`src/rtl/pic_cmd_decoder.sv`:
```
module pic_cmd_decoder #(
  parameter int LINES = 8
) (
  input  logic             clk,
  input  logic             rst_n,
  input  logic             addr_i,
  input  logic             wr_en_i,
  input  logic [7:0]       wr_data_i,
  input  logic             rd_en_i,
  input  logic [LINES-1:0] pend_i,
  input  logic             win_valid_i,
  input  logic [2:0]       win_line_i,
  output logic [7:0]       rd_data_o,
  output logic [LINES-1:0] isr_o,
  output logic [LINES-1:0] imr_o,
  output logic [2:0]       offset_o,
  output logic [7:0]       vec_base_o,
  output logic             aeoi_o,
  output logic             rot_aeoi_o,
  output logic             spec_mask_o,
  output logic             nested_o,
  output logic             ack_o,
  output logic [2:0]       ack_line_o
);
  localparam int LW = $clog2(LINES);
  localparam logic [1:0] ST_IDLE = 2'd0, ST_BASE = 2'd1, ST_CASC = 2'd2, ST_MODE = 2'd3;

  logic [1:0]       init_st;
  logic             need4_q, single_q, rsel_q, poll_q;
  logic [LINES-1:0] isr_q, imr_q;
  logic [LW-1:0]    off_q;
  logic [4:0]       base_q;
  logic             aeoi_q, rot_q, smm_q, nest_q;
  logic [7:0]       rd_q;
  logic             ack_q;
  logic [2:0]       ack_line_q;

  wire       wr_low  = wr_en_i && !addr_i;
  wire       wr_high = wr_en_i && addr_i;
  wire       is_init = wr_low && wr_data_i[4];
  wire       is_sel  = wr_low && !wr_data_i[4] && wr_data_i[3];
  wire       is_cmd  = wr_low && !wr_data_i[4] && !wr_data_i[3];
  wire [2:0] cmd     = wr_data_i[7:5];
  wire [LW-1:0] sel_line = wr_data_i[LW-1:0];

  logic          top_hit;
  logic [LW-1:0] top_line;

  always_comb begin
    top_hit  = 1'b0;
    top_line = '0;
    for (int p = LINES - 1; p >= 0; p--) begin
      logic [LW-1:0] k;
      k = off_q + LW'(p);
      if (isr_q[k]) begin
        top_hit  = 1'b1;
        top_line = k;
      end
    end
  end

  always_ff @(posedge clk or negedge rst_n) begin
    if (!rst_n) begin
      init_st    <= ST_IDLE;
      need4_q    <= 1'b0;
      single_q   <= 1'b0;
      rsel_q     <= 1'b0;
      poll_q     <= 1'b0;
      isr_q      <= '0;
      imr_q      <= '0;
      off_q      <= '0;
      base_q     <= '0;
      aeoi_q     <= 1'b0;
      rot_q      <= 1'b0;
      smm_q      <= 1'b0;
      nest_q     <= 1'b0;
      rd_q       <= '0;
      ack_q      <= 1'b0;
      ack_line_q <= '0;
    end else begin
      ack_q <= 1'b0;
      if (is_init) begin
        init_st  <= ST_BASE;
        need4_q  <= wr_data_i[0];
        single_q <= wr_data_i[1];
        rsel_q   <= 1'b0;
        poll_q   <= 1'b0;
        isr_q    <= '0;
        imr_q    <= '0;
        off_q    <= '0;
        base_q   <= '0;
        aeoi_q   <= 1'b0;
        rot_q    <= 1'b0;
        smm_q    <= 1'b0;
        nest_q   <= 1'b0;
      end else if (is_sel) begin
        if (wr_data_i[2]) poll_q <= 1'b1;
        if (wr_data_i[1]) rsel_q <= wr_data_i[0];
        if (wr_data_i[6]) smm_q  <= wr_data_i[5];
      end else if (is_cmd) begin
        case (cmd)
          3'd0, 3'd4: rot_q <= cmd[2];
          3'd1, 3'd5: if (top_hit) begin
            isr_q[top_line] <= 1'b0;
            if (cmd[2]) off_q <= top_line + 1'b1;
          end
          3'd3: isr_q[sel_line] <= 1'b0;
          3'd6: off_q <= sel_line + 1'b1;
          3'd7: begin
            isr_q[sel_line] <= 1'b0;
            off_q <= sel_line + 1'b1;
          end
          default: ;
        endcase
      end else if (wr_high) begin
        case (init_st)
          ST_IDLE: imr_q <= wr_data_i[LINES-1:0];
          ST_BASE: begin
            base_q  <= wr_data_i[7:3];
            init_st <= !single_q ? ST_CASC : (need4_q ? ST_MODE : ST_IDLE);
          end
          ST_CASC: init_st <= need4_q ? ST_MODE : ST_IDLE;
          default: begin
            aeoi_q  <= wr_data_i[1];
            nest_q  <= wr_data_i[4];
            init_st <= ST_IDLE;
          end
        endcase
      end else if (rd_en_i) begin
        if (poll_q) begin
          poll_q <= 1'b0;
          if (win_valid_i) begin
            rd_q       <= {5'b10000, win_line_i};
            ack_q      <= 1'b1;
            ack_line_q <= win_line_i;
            if (!aeoi_q)    isr_q[win_line_i] <= 1'b1;
            else if (rot_q) off_q <= win_line_i + 1'b1;
          end else begin
            rd_q <= 8'h00;
          end
        end else if (addr_i) begin
          rd_q <= imr_q;
        end else begin
          rd_q <= rsel_q ? isr_q : pend_i;
        end
      end
    end
  end

  assign rd_data_o   = rd_q;
  assign isr_o       = isr_q;
  assign imr_o       = imr_q;
  assign offset_o    = off_q;
  assign vec_base_o  = {base_q, 3'b000};
  assign aeoi_o      = aeoi_q;
  assign rot_aeoi_o  = rot_q;
  assign spec_mask_o = smm_q;
  assign nested_o    = nest_q;
  assign ack_o       = ack_q;
  assign ack_line_o  = ack_line_q;
endmodule

```
`config.mk`:
```
export PLATFORM = sky130hd
export DESIGN_NAME = pic_cmd_decoder
export DESIGN_NICKNAME = d
export VERILOG_FILES = /design/src/rtl/pic_cmd_decoder.sv
export SDC_FILE = /design/constraint.sdc
export NUM_CORES = 1
export LEC_CHECK = 0
export BUFFER_PORTS_ARGS = -buffer_cell sky130_fd_sc_hd__clkbuf_2
export CORE_ASPECT_RATIO = 2
export CORE_MARGIN = 5
export CORE_UTILIZATION = 40
export CTS_CLUSTER_SIZE = 24
export DETAILED_ROUTE_END_ITERATION = 10
export SLEW_MARGIN = 5
export SYNTH_ARGS = -nofsm -noshare
export SYNTH_HDL_FRONTEND = slang
export SYNTH_SLANG_ARGS = --single-unit
```
`constraint.sdc`:
```
create_clock -name clk -period 3.6 [get_ports clk]
set_clock_uncertainty 0.2 [all_clocks]
set_input_delay 0.18 -clock clk [delete_from_list [all_inputs] [get_ports clk]]
set_output_delay 0.18 -clock clk [all_outputs]
set_load 0.01 [all_outputs]
```
==> flow_summary.toml <==
[timing]
hold_ws_ps = 47.51
fin_crit_ps = 3487
finalCritPeriodShare = 0.9685
worst_slack_ps = 113.3
hold_viol = 0
slew_headroom = 0.2199
setup_violations = 0
slew_viol_final = 0
fmax_mhz = 286.8
setup_tns_ps = 0
worst_slew_pin_slew_ps = 1162

[clocking]
cts_max_level = 2
numCtsBuffers = 5
cts_tree = "built"
clock_latency_ps = 290
cts_sinks = 46
clock_path_buffers = 2
clkTransAtPathRegs_ps = 60
cts_root_buf = "clkbuf_16"

[floorplan]
num_rows = 50
die_area_um2 = 11570
core_area_um2 = 9321
fp.dieH_um = 147.2
die_x_um = 78.61
initial_core_util = 0.4040
ioPinCount = 68

[routing]
wl_per_cell_um = 20.07
drtIter0Drc = 206
vias_per_cell = 6.137
first_pass_iters = 5
drt-total-wl_um = 11880
postRouteAntennaNets = 0
vias = 3633
post-route-drc-count = 0

[synth]
post_synth_xor_area_fraction = 0.004651
synthSimpleGateAreaFrac = 0.1744
syn-cell-area_um2 = 3766
synth_top_family_by_area = "compound AO/OA/AOI/OAI gates"
synth_area_per_cell_um2 = 8.698
yosysMostFrequentCell = "nand2_1"
ys_async_sr_fraction = 1.000
ys_top_cells_by_count = "57 x nand2_1, 46 x dfrtp_1, 43 x o21ai_0, 27 x inv_1, 21 x a21oi_1"
synthFlopType = "dfrtp_1"
yosys_warnings = 0
synthMuxAreaShare = 0.1555
netlist_instances = 433
ys_seq_area_frac = 0.3056
synth_fa_ha_area_frac = 0.02326
netlist_top_cells_area = "dfrtp_1 31%, o21ai_0 5.7%, nand2_1 5.7%, mux4_2 5.4%, mux2i_1 5.0%"
synth_edf_count = 0
synth_compound_area_frac = 0.2462
ys_seq_elements = 46
yosysTopAreaCellShare = 0.3056
synth_cell_types = 67
yosysTopAreaCell = "dfrtp_1"

[global_routing]
grt_pass1_wl_um = 18930
grt_usage = 0.2083
gr-total-overflow = 0
grt_pass1_vias = 3732
grt_max_degree = 36
antenna_found_initial = 0

[critical_path]
crit_fanout = 8
worstSetupPathType = "flop to flop"
worst-endpoint-required_ps = 3570
cp-end-kind = "flop"
critPathLaunchType = "flop"
cp.arrival_ps = 3450

[final_layout]
layout.nets = 519
final_cells = 592
fin_area_um2 = 4399
final_util = 0.4719
diodes = 0
drive_gt1_frac = 0.2623
area_delta_synth_final_pct = 16.81

[place]
dp_hpwl_um = 9239
dpl_cell_area_um2 = 4156
portBuffers = 64
dp_cells = 581
post-place-ws_ps = -16.64
finalWeightedCongestion = 0.8733

[power_and_ir_drop]
vdd_drop_max_uv = 403.7
finalPower_mw = 2.851
p_per_area_nw_per_um2 = 648.0
p_leak_nw = 1.911

[run]
cap_violations = 0

[outcome]
status = "finished, final reports clean"

[min_path]
worst_hold_path_type = "primary input to flop"
[state kept, by name (all words and copies together), names as in the netlist, 2 cells and up]
register,flops
ack_line_o,3
base_q,5
imr_o,8
init_st,2
isr_o,8
offset_o,3
rd_data_o,8
[metal layers]
layer	global-route usage	vias up	share of wire
met5	0	-	0
met1	0.2112	1767	0.35
met2	0.3944	131	0.56
li1	-	1698	-
met4	0.1182	0	0.044
met3	0.02699	37	0.041
[path summary, 6_finish.rpt]
check	start	endpoint	slack (ps)	cells past startpoint
setup / recovery	offset_o[0]$_DFFE_PN0P_	offset_o[2]$_DFFE_PN0P_	110	15
hold / removal	wr_data_i[7]	rot_aeoi_o$_DFFE_PN0P_	50	3
setup reg to reg	offset_o[0]$_DFFE_PN0P_	offset_o[2]$_DFFE_PN0P_	110	15
hold reg to reg	rd_data_o[2]$_DFFE_PN0P_	rd_data_o[2]$_DFFE_PN0P_	290	2
max in group asynchronous	rst_n	offset_o[0]$_DFFE_PN0P_	2240	3
min in group asynchronous	rst_n	rd_data_o[7]$_DFFE_PN0P_	150	2
[critical path, cell delays in order, from the launching register on]
cell and delay (ps):
dfrtp_2 450, inv_8 90, ha_4 230, buf_12 150, mux2i_1 110, mux4_2 540
or3b_1 430, o2111ai_2 90, o2111ai_2 150, o211a_1 260, a21oi_2 130, ha_2 210
nor2_1 50, nand2_1 60, a211o_1 110, o211ai_1 90
[layout by cell type, fill, tap and decap left out, types with 3 or more instances in the layout]
cell type / count
conb_1: 3
ha_1: 4
mux4_1: 4
a21oi_1: 21
o211ai_1: 7
nor2b_1: 5
inv_1: 26
nand2b_1: 5
a31oi_1: 8
clkbuf_16: 5
o21ai_0: 43
nor2_1: 20
and2_1: 4
a22o_1: 16
and3_1: 3
nor3b_1: 3
or2_2: 4
nand2_1: 57
a211oi_1: 6
mux4_2: 9
clkbuf_2: 64
a211o_1: 4
o21a_1: 3
nor4_1: 5
nand3_1: 12
nor3_1: 7
a32oi_1: 3
buf_4: 15
mux2i_1: 17
nand3b_1: 3
dfrtp_1: 44
[report_power, final]
group,leakage [nW],internal [mW],switching (mW)
clock,0.0729,0.275,0.206
sequential,0.570,0.653,0.144
combinational,1.27,0.705,0.867
[timing repair]
item | 4_1_cts | 5_1_grt
pin swaps | 0 | 1
resized for setup | 1 | 8
hold buffers | 2 | 0
endpoints found under the setup margin | 1 | 2
endpoints found under the hold margin | 17 | 0
setup buffers | 0 | 1
[logic make-up (layout without fill, tap and decap cells)]
family,count (synthesis),count (layout)
fa+ha+maj,7,7
flops,46,46
simple gates,136,136
buf+inv,66,119
other cells,1,3
mux,38,38
xor+xnor,2,2
compound gates,137,137
[layout make-up]
type	instances	area, um^2
inverter	28	112.6
clock buffer	6	138.9
multi-input combinational	323	2367
clock inverter	2	12.51
fill	907	4922
sequential	46	1154
timing repair buffer	83	484.2
tap	104	130.1
Power figures use the tool's default switching activity.
